**config.mk**
```make
export PLATFORM = sky130hd
export DESIGN_NAME = core_iso_wrapper
export DESIGN_NICKNAME = d
export VERILOG_FILES = /design/src/rtl/wrap_pkg.sv /design/src/rtl/wrap_ctrl.sv /design/src/rtl/wrap_surround.sv /design/src/rtl/core_model.sv /design/src/rtl/rail_tail.sv /design/src/rtl/core_iso_wrapper.sv
export SDC_FILE = /design/constraint.sdc
export NUM_CORES = 1
export LEC_CHECK = 0
export BUFFER_PORTS_ARGS = -buffer_cell sky130_fd_sc_hd__buf_2
export CORE_ASPECT_RATIO = 0.9
export CORE_MARGIN = 1.5
export CORE_UTILIZATION = 55
export DETAILED_ROUTE_END_ITERATION = 8
export HOLD_SLACK_MARGIN = 0.06
export PLACE_DENSITY = 0.84
export SLEW_MARGIN = 10
export SYNTH_ARGS = -nofsm -noshare
export SYNTH_HDL_FRONTEND = slang
export SYNTH_SLANG_ARGS = --single-unit
```
**constraint.sdc**
```tcl
create_clock -name tck -period 1.7 [get_ports tck]
set_input_delay 0.085 -clock tck [delete_from_list [all_inputs] [get_ports tck]]
set_output_delay 0.085 -clock tck [all_outputs]
set_load 0.005 [all_outputs]
```
**src/rtl/wrap_pkg.sv**
```systemverilog
package wrap_pkg;
    typedef enum logic [1:0] {
        ST_FUNC    = 2'd0,
        ST_INWARD  = 2'd1,
        ST_OUTWARD = 2'd2
    } wmode_e;

    localparam int RAILS = 3;
    localparam int IR_W  = 2 + RAILS;
endpackage

```
**src/rtl/wrap_ctrl.sv**
```systemverilog
module wrap_ctrl
    import wrap_pkg::*;
(
    input  logic             clk,
    input  logic             rst_n,
    input  logic             ir_si,
    input  logic             ir_shift,
    input  logic             ir_update,
    output logic             in_drive,
    output logic             out_drive,
    output logic             test_act,
    output logic [RAILS-1:0] bypass_sel
);
    logic [IR_W-1:0]  ir_q;
    logic [RAILS-1:0] byp_q;
    wmode_e           state_q, state_d;

    function automatic wmode_e decode(input logic [1:0] code);
        unique case (code)
            2'b01:   return ST_INWARD;
            2'b10:   return ST_OUTWARD;
            default: return ST_FUNC;
        endcase
    endfunction

    // instruction shift path
    always_ff @(posedge clk or negedge rst_n) begin
        if (!rst_n)        ir_q <= '0;
        else if (ir_shift) ir_q <= {ir_si, ir_q[IR_W-1:1]};
    end

    always_ff @(posedge clk or negedge rst_n) begin
        if (!rst_n)         byp_q <= '0;
        else if (ir_update) byp_q <= ir_q[IR_W-1:2];
    end

    // state register
    always_ff @(posedge clk or negedge rst_n) begin
        if (!rst_n) state_q <= ST_FUNC;
        else        state_q <= state_d;
    end

    // next state
    always_comb begin
        state_d = state_q;
        unique case (state_q)
            ST_FUNC:    if (ir_update) state_d = decode(ir_q[1:0]);
            ST_INWARD:  if (ir_update) state_d = decode(ir_q[1:0]);
            ST_OUTWARD: if (ir_update) state_d = decode(ir_q[1:0]);
            default:    state_d = ST_FUNC;
        endcase
    end

    // outputs
    always_comb begin
        in_drive   = 1'b0;
        out_drive  = 1'b0;
        test_act   = 1'b0;
        bypass_sel = byp_q;
        unique case (state_q)
            ST_FUNC: ;
            ST_INWARD: begin
                in_drive = 1'b1;
                test_act = 1'b1;
            end
            ST_OUTWARD: begin
                out_drive = 1'b1;
                test_act  = 1'b1;
            end
            default: ;
        endcase
    end
endmodule

```
**src/rtl/wrap_surround.sv**
```systemverilog
module wrap_surround #(
    parameter int N = 4
) (
    input  logic         clk,
    input  logic         rst_n,
    input  logic         shift_en,
    input  logic         cap_en,
    input  logic         si,
    input  logic [N-1:0] cap_d,
    output logic [N-1:0] cells,
    output logic         so
);
    logic [N:0] link;
    assign link[0] = si;

    for (genvar i = 0; i < N; i++) begin : g_cell
        always_ff @(posedge clk or negedge rst_n) begin
            if (!rst_n)        cells[i] <= 1'b0;
            else if (shift_en) cells[i] <= link[i];
            else if (cap_en)   cells[i] <= cap_d[i];
        end
        assign link[i+1] = cells[i];
    end

    assign so = link[N];
endmodule

```
**src/rtl/core_model.sv**
```systemverilog
module core_model #(
    parameter int W  = 4,
    parameter int CL = 5
) (
    input  logic         clk,
    input  logic         rst_n,
    input  logic         se,
    input  logic         si,
    input  logic [W-1:0] d,
    output logic [W-1:0] y,
    output logic         so
);
    logic [CL-1:0] sr;

    always_ff @(posedge clk or negedge rst_n) begin
        if (!rst_n)  sr <= '0;
        else if (se) sr <= {sr[CL-2:0], si};
    end

    assign so = sr[CL-1];
    assign y  = d ^ {d[W-2:0], d[W-1]};
endmodule

```
**src/rtl/rail_tail.sv**
```systemverilog
module rail_tail (
    input  logic clk,
    input  logic rst_n,
    input  logic se,
    input  logic si,
    input  logic path,
    output logic byp_q,
    output logic rail_o
);
    always_ff @(posedge clk or negedge rst_n) begin
        if (!rst_n)  byp_q <= 1'b0;
        else if (se) byp_q <= si;
    end

    // anti-skew retiming on the falling edge
    always_ff @(negedge clk or negedge rst_n) begin
        if (!rst_n) rail_o <= 1'b0;
        else        rail_o <= path;
    end
endmodule

```
**src/rtl/core_iso_wrapper.sv**
```systemverilog
module core_iso_wrapper
    import wrap_pkg::*;
#(
    parameter int W          = 4,
    parameter int CORE_CHAIN = 5
) (
    input  logic             tck,
    input  logic             rst_n,
    input  logic             scan_en,
    input  logic [RAILS-1:0] rail_in,
    output logic [RAILS-1:0] rail_out,
    input  logic [W-1:0]     func_in,
    output logic [W-1:0]     func_out,
    input  logic             ir_si,
    input  logic             ir_shift,
    input  logic             ir_update
);
    logic             in_drive, out_drive, test_act, cap_en;
    logic [RAILS-1:0] bypass_sel, chain_so, byp_q, tail_path;
    logic [W-1:0]     icell, ocell, to_core, core_y;

    wrap_ctrl u_ctrl (
        .clk        (tck),
        .rst_n      (rst_n),
        .ir_si      (ir_si),
        .ir_shift   (ir_shift),
        .ir_update  (ir_update),
        .in_drive   (in_drive),
        .out_drive  (out_drive),
        .test_act   (test_act),
        .bypass_sel (bypass_sel)
    );

    assign cap_en = test_act & ~scan_en;

    wrap_surround #(.N(W)) u_in_cells (
        .clk      (tck),
        .rst_n    (rst_n),
        .shift_en (scan_en),
        .cap_en   (cap_en),
        .si       (rail_in[0]),
        .cap_d    (func_in),
        .cells    (icell),
        .so       (chain_so[0])
    );

    assign to_core = in_drive ? icell : func_in;

    core_model #(.W(W), .CL(CORE_CHAIN)) u_core (
        .clk   (tck),
        .rst_n (rst_n),
        .se    (scan_en),
        .si    (rail_in[2]),
        .d     (to_core),
        .y     (core_y),
        .so    (chain_so[2])
    );

    wrap_surround #(.N(W)) u_out_cells (
        .clk      (tck),
        .rst_n    (rst_n),
        .shift_en (scan_en),
        .cap_en   (cap_en),
        .si       (rail_in[1]),
        .cap_d    (core_y),
        .cells    (ocell),
        .so       (chain_so[1])
    );

    assign func_out = out_drive ? ocell : core_y;

    for (genvar r = 0; r < RAILS; r++) begin : g_rail
        assign tail_path[r] = bypass_sel[r] ? byp_q[r] : chain_so[r];
        rail_tail u_tail (
            .clk    (tck),
            .rst_n  (rst_n),
            .se     (scan_en),
            .si     (rail_in[r]),
            .path   (tail_path[r]),
            .byp_q  (byp_q[r]),
            .rail_o (rail_out[r])
        );
    end
endmodule

```
Yosys cells after proc, flatten, opt, wreduce, memory -nomap -nowiden
Cells that the tools add are included.
{"block": "op_classes", "addsub": 0, "multipliers": 0, "div": 0, "magnitude_cmp": 0, "n_eq_ne": 5, "shift": 0, "muxes": 27, "n_bitwise": 3, "reduce_logical": 4}
{"operator": "$mux 1", "n": 22}
{"operator": "$mux 4", "n": 2}
{"operator": "$eq 2x1->1 const B", "n": 2}
{"operator": "$eq 2x2->1 const B", "n": 2}
{"operator": "$mux 2", "n": 2}
{"operator": "$pmux 2 s2", "n": 1}
{"operator": "$xor 4x4->4", "n": 1}
{"operator": "$reduce_or 3->1", "n": 1}
{"operator": "$logic_not 2->1", "n": 1}
{"operator": "$ne 2x1->1 const B", "n": 1}
{"operator": "$reduce_bool 2->1", "n": 1}
{"operator": "$reduce_or 2->1", "n": 1}
{"operator": "$and 1x1->1", "n": 1}
{"operator": "$not 1->1", "n": 1}
{"block": "totals", "reg_bits": 29, "latchBits": 0, "ramBits": 0, "mem_bits_ro": 0, "inputBits": 13, "output_inout_bits": 7, "word_cells": 57, "memories": 0}

Depth between registers and ports, before layout
Gate-level depths: netlist (run 1).
{"block": "depth", "word_depth": 6, "ltp_mapped": 6, "depth_no_buf": 5}

By module
Synthesis (run 1) repeated with hierarchy kept, for this count alone.
{"block": "unflattened", "hier_cells": 101, "hier_area_um2": 1356.3}
{"module": "wrap_ctrl", "instances": 1, "cells_each": 30, "area_per_inst_um2": 426.7, "seq_area_each_um2": 250.2}
{"module": "wrap_surround", "instances": 2, "cells_each": 18, "area_per_inst_um2": 193.9, "seq_area_each_um2": 100.1}
{"module": "core_model", "instances": 1, "cells_each": 14, "area_per_inst_um2": 216.5, "seq_area_each_um2": 125.1}
{"module": "rail_tail", "instances": 3, "cells_each": 3, "area_per_inst_um2": 65.1, "seq_area_each_um2": 50.0}
{"module": "core_iso_wrapper", "instances": 1, "cells_each": 12, "area_per_inst_um2": 130.1, "seq_area_each_um2": 0.0}

==> results.md, run 1 <==
* Die ar. at 2730 µm²
* P_sw at 0.602 mW
* Drt drc at 0
* Flops & latches, synth at 28
* Failing checks: negative setup slack
* Pin count of the biggest net entering global routing at 25
* Clk pin slew, worst setup/hold paths at 0.14 ns
* Final hold vios at 0
* Worst slew pin tran at about 0.37 ns
* Clk Latency, worst-skew pair at 0.33 ns
* Final Slew Violations at 0
* Cell variety after synth at 21
* Post-Route WL at 2.29 mm
* Layout cells sized above 1 at 34.8%
* Vias in the first global route at 927
* HPWL after DPL at 1.71 mm
* Avg Cell Area, Syn at 11.9 µm²
* Power Density at between 1000 and 1500 nW/µm²
* Setup Crit Path Kind: flop to output port
* Die Width at 54.9 µm
* Outcome: finished with violations
* Total GRT Usage at 20.6%
* Total power at 1.93 mW
* CTS root buf: clkbuf_4
* CTS H-tree depth at 1
* Global-route wire length before repair at ~4.0 mm
* Worst path top cell family by delay: flip-flops
* P&R area growth vs syn at 17.0%
* CP endpoint kind: output port
* Vias per cell at 5.42
* Wirelength per Cell at 13.9 µm
* Int Power at 1.33 mW
* Initial Util at 59.4%
* Core ar. at 2240 µm²
* Layout Cells excl Fill at 165
* Area after DPL at between 1000 and 1500 µm²
* Final setup fails at 6
* Row Count at 16
* IO Count at 20
* Cell-by-cell trace of the critical path: buf_2
* DR vias at 894
* Buf/Inv on CP at 1
* FILL cells at 182
* CTS Buffer Depth at 2
* Slew HR at 75.2%
* GR Overflow Total at 0
* Fin area at ~1600 µm²
* Setup TNS at -0.254 ns
* TritonCTS Buffers at 3
* Worst path max stage delay at ~0.43 ns
* LEAKAGE at 0.746 nW
* YS warnings at 0
* Switch share at between 30 and 40%
* CP Data Arrival Time at 1.70 ns
* Mapped Nets at between 100 and 150
* RePlAce Congestion at 0.734
* Placed cell count at around 150
* CTS tree: yes
* CP max FO at 1
* Logic pwr share at 33.3%
* Sequential power share at 50.3%
* Clk sinks at 28
* Pre-antenna DRT Iters at 4
* Post-route ant nets at 0
* 1st-iter DRT viols at 11
* Max Cap Viol at 0
* Worst Slack Setup Final at -0.0875 ns
* Initial antenna violation count at 0
* Post-synthesis sequential area ratio at ~53%
* Final antenna diode count at 0
* Chip height at 49.7 µm
* Startpoint types: flop
* Mapped cell area at 1330 µm²
* WP data required at 1.62 ns
* Clock Skew at between 0.015 and 0.02 ns
* I/O Buffers at 19
* RSZ-0062 raised after global routing: yes
* Slowest CP cell: dfrtn_1
* Worst hold path class: input pin to flop
* Syn Inst Count at 112
* Clk pwr share at 16.4%
* Setup WS pre-CTS at 0.0167 ns
* Final net count at 155
* Worst VDD drop at 782 µV
-- Yosys cell counts (all sizes together) --
| cell type | instances | area [µm²] |
|---|---|---|
| dfrtp | 25 | 626 |
| mux2 | 16 | 180 |
| o21ai | 13 | 65.1 |
| nand2 | 11 | 41.3 |
| mux2i | 8 | 80.1 |
| xor2 | 8 | 70.1 |
| buf | 6 | 43.8 |
| a21oi | 4 | 20.0 |
| inv | 4 | 15.0 |
| and3b | 3 | 26.3 |
| dfrtn | 3 | 75.1 |
| ha | 3 | 37.5 |
| clkbuf | 2 | 10.0 |
| nand2b | 1 | 6.26 |
| nand3b | 1 | 7.51 |
| nor2b | 1 | 6.26 |
| o221ai | 1 | 8.76 |
| o22ai | 1 | 6.26 |
| or2 | 1 | 6.26 |
-- worst paths after layout --
path	start	to	slack, ns	cells after the start
max in group asynchronous	rst_n	g_rail[0].u_tail.rail_o	0.47	2
min	ir_shift	u_ctrl.ir_q[0]	0.08	2
min reg2reg	u_core.sr[2]	u_core.sr[2]	0.52	1
max	g_rail[0].u_tail.rail_o	rail_out[0]	-0.09	1
max reg2reg	u_ctrl.bypass_sel[0]	g_rail[0].u_tail.rail_o	-0.03	1
min in group asynchronous	rst_n	u_ctrl.bypass_sel[0]	0.18	2
-- layout make-up --
type,count,area (µm²),share of cell area (%)
inverters,4,15.0,0.964
well taps,27,33.8,2.17
multi-input cells,72,582,37.3
repair buffers,30,190,12.2
clock buffers,4,36.3,2.33
flip-flops and latches,28,701,45.0
-- kinds of logic after synthesis --
family	count (synthesis)	synth area share, %
simple gates	18	7.05
mux	24	19.5
buf+inv	12	5.17
fa+ha+maj	3	2.82
compound gates	19	7.52
xor+xnor	8	5.26
flops	28	52.6
-- sequential cells by signal, summed over array words and instances (netlist names) --
| signal | flops |
|---|---|
| g_rail.u_tail.byp_q | 2 |
| g_rail.u_tail.rail_o | 3 |
| u_core.sr | 5 |
| u_ctrl.bypass_sel | 3 |
| u_ctrl.ir_q | 5 |
| u_ctrl.state_q | 2 |
| u_in_cells.cells | 3 |
| u_in_cells.so | 1 |
| u_out_cells.cells | 3 |
| u_out_cells.so | 1 |
-- routing by layer --
metal | track usage [%] | routed length, µm
met4 | 7.92 | 57
met1 | 22.9 | 983
met3 | 5.76 | 89
met5 | 0 | 0
met2 | 35.7 | 1160
-- cell usage in the layout (no fill, tap or decap), types with 2 or more instances in the layout --
cell type / count
and3b_1: 3
dlygate4sd3_1: 5
mux2i_1: 7
ha_1: 2
clkbuf_4: 3
nand2_1: 11
o21ai_0: 13
buf_2: 19
dfrtn_1: 3
buf_4: 6
a21oi_1: 4
inv_1: 3
mux2_2: 15
dfrtp_1: 25
xor2_1: 8
-- power by group through the flow --
stage / combinational, mW / sequential [mW] / clock (mW)
after floorplan: 0.464 / 0.950 / 0
after global placement: 0.573 / 0.967 / 0
after detailed placement: 0.594 / 0.982 / 0
after CTS: 0.613 / 0.968 / 0.334
after global routing: 0.731 / 0.997 / 0.349
final: 0.644 / 0.971 / 0.317
-- what timing repair did --
action / in CTS / in global routing
resized for setup: 1 / 4
hold endpoints to repair: 31 / 0
buffers inserted: 1 / 2
setup endpoints to repair: 10 / 10
hold buffers: 5 / 0
-- through the flow --
step / hold slack (ns) / utilization, %
2_1_floorplan: -0.211 / -
3_3_place_gp: 0.0122 / 63.7
3_5_place_dp: 0.0184 / 63.7
4_1_cts: 0.0681 / 68.0
5_1_grt: 0.0759 / 69.5
6_report: 0.0761 / 69.5
Power figures use the tool's default switching activity.
==> inputs of run 2 (changes only) <==
- ABC_AREA: not set -> 1
==> run 2 against run 1 <==
Compared with the run above: the flow still finishes with violations (negative setup slack); combinational power is 6.2% higher; sequential power is 9.4% lower; non-clock buffer count is 6 higher; clock skew is 0.0010 ns lower; final area is 13% higher; global-route usage is 2.4 points higher; synthesized area is 4.6% higher; power is 4.1% higher; setup slack better by 0.015 ns; highest routed layer unchanged.
==> results.md, run 2 <==
* Outcome: finished with violations
* Failing checks: negative setup slack
* 1st-iter DRT viols at 73 (+62)
* Initial Util at 57.4% (-1.9 points)
* Total GRT Usage at 22.9% (+2.4 points)
* Post-synthesis sequential area ratio at 50.3% (-2.3 points)
* Die Width at 56.0 µm (+2.2%)
* Post-route ant nets at 0 (unchanged)
* Final hold vios at 0 (unchanged)
* WP data required at 1.62 ns (about the same)
* Setup WS pre-CTS at 0.143 ns (+0.126 ns)
* Slew HR at 75.5% (+0.21 points)
* Wirelength per Cell at 14.2 µm (+2.5%)
* Setup Crit Path Kind: flop to output port
* Post-synth top flop: dfrtp_1
* Worst path top cell family by delay: flip-flops
* EDFF count, synth at 0 (unchanged)
* Hold endpoint: u_core.sr[2]
* Final Slew Violations at 0 (unchanged)
* Clock Skew at 0.0151 ns (-0.00102 ns)
* Synth top cells by count: nand2_1, inv_1, dfrtp_1, o21ai_0, nand3_1
* CTS H-tree depth at 1 (unchanged)
* Startpoint types: flop
* Worst VDD drop at 747 µV (-4.4%)
* CP max FO at 1 (unchanged)
* Mapped Nets at 195 (+52%)
* Flops & latches, synth at 28 (unchanged)
* Post-synth top area share at 44.9% (-2.1 points)
* Max Cap Viol at 0 (unchanged)
* Avg Cell Area, Syn at 7.78 µm² (-35%)
* Vias in the first global route at 1220 (+32%)
* Top post-synthesis cells by area: dfrtp_1, nand2_1, inv_1
* Row Count at 17 (+1)
* Most common cell after layout, fill and taps aside: nand2_1
* Syn Inst Count at 179 (+60%)
* Most common cell in the synthesized netlist: nand2_1
* Vias per cell at 5.56 (+2.7%)
* Worst hold path cell count at 3 (+1)
* Buf/Inv on CP at 1 (unchanged)
* Crit Reg-Reg Endpoint: g_rail[0].u_tail.rail_o
* Worst reg2reg setup slack at 0.10 ns (+0.13 ns)
* Post-Route WL at 3.40 mm (+48%)
* CTS tree: yes
* RePlAce Congestion at 0.869 (+18%)
* R2R depth at 2 (+1)
* I/O Buffers at 19 (unchanged)
* Worst path depth at 1 (unchanged)
* CP Data Arrival Time at 1.69 ns (about the same)
* Clk pin slew, worst setup/hold paths at 0.15 ns (about the same)
* Async set or reset register ratio after synthesis at 100% (unchanged)
* Clk sinks at 28 (unchanged)
* Hold Crit Start: scan_en
* Chip height at 50.7 µm (+2.1%)
* Top flop regs: u_core.sr x5, u_ctrl.ir_q x5
* Final antenna diode count at 0 (unchanged)
* Initial antenna violation count at 0 (unchanged)
* Pre-antenna DRT Iters at 4 (unchanged)
* Worst Slack Setup Final at -0.0727 ns (+0.0148 ns)
* DR vias at 1330 (+49%)
* CTS root buf: clkbuf_4
* Slowest CP cell: dfrtn_1
* Mapped cell area at 1390 µm² (+4.6%)
* Global-route wire length before repair at 5.00 mm (+25%)
* Die ar. at 2840 µm² (+4.3%)
* Final net count at 228 (+47%)
* RSZ-0062 raised after global routing: yes
* FF-to-FF Start: u_in_cells.so
* Synth area leader: dfrtp_1
* GR Overflow Total at 0 (unchanged)
* Core ar. at 2420 µm² (+8.1%)
* Most frequent cells in the layout: nand2_1, inv_1, dfrtp_1
* Worst slew pin tran at 0.368 ns (-0.00316 ns)
* YS warnings at 0 (unchanged)
* CP endpoint kind: output port
* LEAKAGE at 0.920 nW (+23%)
* TritonCTS Buffers at 3 (unchanged)
* Cell variety after synth at 19 (-9.5%)
* Final setup fails at 6 (unchanged)
* P&R area growth vs syn at 27.0%
* HPWL after DPL at 2.11 mm (+23%)
* Drt drc at 0 (unchanged)
* Pin count of the biggest net entering global routing at 18 (-28%)
* Worst hold path class: input pin to flop
* Power Density at 1140 nW/µm² (-8.3%)
* Final core occ at 72.9% (+3.4 points)
* Total power at 2.01 mW (+4.1%)
* Clk Latency, worst-skew pair at 0.33 ns (about the same)
* IO Count at 20 (unchanged)
* CTS Buffer Depth at 2 (unchanged)
* Cell-by-cell trace of the critical path: buf_2
* Placed cell count at 219 (+43%)
* Layout cells sized above 1 at 28.4% (-6.3 points)
* Layout Cells excl Fill at 239 (+45%)
* Worst path max stage delay at 0.41 ns (-0.02 ns)
[run 2: cell count changes after synthesis, sizes merged, moves of 3 or more]
cell | previous run | this run
a22oi | 0 | 3
and3b | 3 | 0
inv | 4 | 31
nand2 | 11 | 65
nand3 | 0 | 8
o22ai | 1 | 4
o21ai | 13 | 19
nor2 | 0 | 4
mux2 | 16 | 0
xor2 | 8 | 0
mux2i | 8 | 0
[run 2: worst max-delay path by stage]
stage / from / to / slack [ns]
floorplan: u_in_cells.so / g_rail[0].u_tail.rail_o / 0.21
global placement: u_in_cells.so / g_rail[0].u_tail.rail_o / 0.20
detailed placement: u_in_cells.so / g_rail[0].u_tail.rail_o / 0.14
CTS: g_rail[1].u_tail.rail_o / rail_out[1] / -0.08
global route: u_ctrl.state_q[1] / func_out[2] / -0.10
finish: g_rail[1].u_tail.rail_o / rail_out[1] / -0.07
[run 2: metrics by stage]
stage	hold slack (ns)	cell area (µm²)	setup TNS, ns
after floorplan	-0.211	1390	0
after global placement	0.00889	1470	0
after detailed placement	0.0229	1470	0
after CTS	0.109	1660	-0.205
after global routing	0.126	1770	-0.612
final	0.118	1770	-0.259
[run 2: cell type report]
| type | instances | area, µm² |
|---|---|---|
| fill | 171 | 657 |
| multi-input combinational | 112 | 599 |
| clock inverter | 1 | 30.0 |
| sequential | 28 | 702 |
| tap | 28 | 35.0 |
| timing repair buffer | 36 | 260 |
| clock buffer | 3 | 22.5 |
| inverter | 31 | 119 |
[run 2: where the power goes]
| group | switching, mW | internal, mW |
|---|---|---|
| clock network | 0.208 | 0.239 |
| logic | 0.410 | 0.274 |
| registers | 0.0812 | 0.799 |
| total | 0.700 | 1.31 |
[run 2: timing repair]
action,4_1_cts,5_1_grt
pin swaps,0,16
setup buffers,1,3
endpoints found under the setup margin,7,7
resized for setup,2,32
hold buffers,12,0
hold endpoints to repair,42,0
cloned,0,0
[run 2: per-layer routing]
layer | GRT usage, % | vias to the layer above | wire, µm
met3 | 3.09 | 19 | 251
met4 | 10.7 | 0 | 172
met5 | 0 | - | 0
met2 | 42.2 | 74 | 1650
li1 | - | 620 | -
met1 | 26.4 | 617 | 1330
[run 2: cell families after synthesis]
logic type / Yosys count / share of synthesized area, %
AO/OA/AOI/OAI: 32 / 12.6
adder cells (fa/ha/maj): 3 / 2.70
buffers and inverters: 39 / 12.8
AND/OR/NAND/NOR: 77 / 21.7
flip-flops: 28 / 50.3
==> inputs of run 3 (changes only) <==
- TNS_END_PERCENT: not set -> 1
==> run 3 against run 2 <==
Compared with the run above: the run still ends with negative setup slack left; first-iteration DRC count grew 1.4%; setup slack lost 0.0012 ns; worst hold slack gained 0.0072 ns; sequential power is essentially flat; largest cell class unchanged; largest power group unchanged.
==> results.md, run 3 (synthesized netlist as in run 2, its figures left out) <==
* Outcome: finished with violations
* Failing checks: negative setup slack
* Clk Latency, worst-skew pair at 0.33 ns (about the same)
* Core ar. at 2420 µm² (unchanged)
* Slowest CP cell: dfrtn_1
* P&R area growth vs syn at 22.6%
* WL met3 at 198 µm (-21%)
* FF-to-FF Start: u_in_cells.so
* Cell-by-cell trace of the critical path: buf_2
* Max Used Layer: met4
* Worst Slack Setup Final at -0.0739 ns (-0.00116 ns)
* Initial Util at 57.4% (unchanged)
* Setup WS pre-CTS at 0.143 ns (unchanged)
* I/O Buffers at 19 (unchanged)
* Global-route wire length before repair at 5.00 mm (-0.14%)
* Most common cell after layout, fill and taps aside: nand2_1
* Most frequent cells in the layout: nand2_1, inv_1, dfrtp_1
* Total GRT Usage at 22.9% (-0.056 points)
* CP max FO at 1 (unchanged)
* IO Count at 20 (unchanged)
* Final setup fails at 6 (unchanged)
* Multi-input gate area at 557 µm² (-7.1%)
* Worst VDD drop at 741 µV (-0.92%)
* Worst path top cell family by delay: flip-flops
* Post-route ant nets at 0 (unchanged)
* Clk sinks at 28 (unchanged)
* Pre-antenna DRT Iters at 4 (unchanged)
* Worst slew pin tran at 0.369 ns (+0.000797 ns)
* Post-Route WL at 3.12 mm (-8.3%)
* Hold Crit Start: scan_en
* Final antenna diode count at 0 (unchanged)
* Chip height at 50.7 µm (unchanged)
* Crit Reg-Reg Endpoint: g_rail[0].u_tail.rail_o
* Vias per cell at 5.43 (-2.4%)
* Wire length on met2 at 1.53 mm (-7.2%)
* 1st-iter DRT viols at 74 (+1.4%)
* Clk pin slew, worst setup/hold paths at 0.15 ns (about the same)
* CTS H-tree depth at 1 (unchanged)
* R2R depth at 2 (unchanged)
* Wl on met1 at 1.28 mm (-3.6%)
* DR vias at 1287 (-3.2%)
* LEAKAGE at 0.901 nW (-2.1%)
* Vias in the first global route at 1216 (-0.33%)
* Drt drc at 0 (unchanged)
* HPWL after DPL at 2.11 mm (unchanged)
* Final net count at 226 (-0.88%)
* Slew HR at 75.4% (-0.079 points)
* Top flop regs: u_core.sr x5, u_ctrl.ir_q x5
* Layout Cells excl Fill at 237 (-0.84%)
* GR Overflow Total at 0 (unchanged)
* Worst reg2reg setup slack at 0.10 ns (about the same)
* CP Data Arrival Time at 1.69 ns (about the same)
* Worst hold path cell count at 3 (unchanged)
* Power Density at 1130 nW/µm² (-0.81%)
* Max Cap Viol at 0 (unchanged)
* CTS root buf: clkbuf_4
* FILL cells at 188 (+9.9%)
* Clock Skew at 0.0175 ns (+0.00236 ns)
* Worst Setup SP: g_rail[1].u_tail.rail_o
* CTS Buffer Depth at 2 (unchanged)
* Initial antenna violation count at 0 (unchanged)
* FF+latch area at 701 µm² (-0.18%)
* WP data required at 1.62 ns (about the same)
* Wirelength per Cell at 13.2 µm (-7.5%)
* Worst hold path class: input pin to flop
* Die ar. at 2840 µm² (unchanged)
* Layout cells sized above 1 at 19.6% (-8.8 points)
* Setup Crit Path Kind: flop to output port
* Hold endpoint: u_core.sr[2]
* RePlAce Congestion at 0.869 (unchanged)
* Worst path max stage delay at 0.42 ns (about the same)
* RSZ-0062 raised after global routing: yes
* Final Slew Violations at 0 (unchanged)
* Die Width at 56.0 µm (unchanged)
* CTS tree: yes
* Pin count of the biggest net entering global routing at 18 (unchanged)
* Placed cell count at 219 (unchanged)
* Buf/Inv on CP at 1 (unchanged)
* Startpoint types: flop
* Final hold vios at 0 (unchanged)
* TritonCTS Buffers at 3 (unchanged)
* Row Count at 17 (unchanged)
* CP endpoint kind: output port
## run 3: through the flow
step                total power [mW]  util, %  hold slack, ns  instance area (µm²)  setup TNS (ns)
finish                          1.93     70.4           0.125                 1710          -0.204
CTS                             1.87     68.4           0.109                 1660          -0.205
global placement                1.37     60.7         0.00889                 1470               0
global route                    2.03     70.4           0.126                 1710          -0.757
detailed placement              1.40     60.7          0.0229                 1470               0
floorplan                       1.25        -          -0.211                 1390               0
## run 3: cell type report
class,count,share of cell area [%]
Tap cell,28,2.05
Clock buffer,3,1.32
Timing Repair Buffer,34,14.1
Clock inverter,1,1.76
Sequential cell,28,41.0
Multi-Input combinational cell,112,32.6
Inverter,31,7.11
## run 3: repair_timing
action	4_1_cts	5_1_grt
hold endpoints to repair	42	0
pin swaps	0	8
buffers inserted	0	2
gates resized for setup	4	13
setup endpoints to repair	7	7
hold buffers	12	0
## run 3: worst reg2reg max path: stages, from the launching register on
cell	delay [ns]
dfrtp_1	0.42
inv_1	0.09
o21ai_0	0.08
## run 3: metal layers
metal  track usage (%)  up-vias
met5                 0        -
met4              10.7        0
met3              3.09       13
met2              42.0       56
met1              26.4      601
li1                  -      617
## run 3: worst max-delay path by stage
stage	end	slack [ns]	cells after the start
after floorplan	g_rail[0].u_tail.rail_o	0.21	2
after global placement	g_rail[0].u_tail.rail_o	0.20	2
after detailed placement	g_rail[0].u_tail.rail_o	0.14	2
after CTS	rail_out[1]	-0.08	1
after global routing	func_out[0]	-0.12	9
final	rail_out[1]	-0.07	1
## run 3: report_power, final
part / internal, mW / switching, mW / leakage, nW
clock network: 0.239 / 0.206 / 0.0279
registers: 0.798 / 0.0828 / 0.345
logic: 0.245 / 0.357 / 0.528
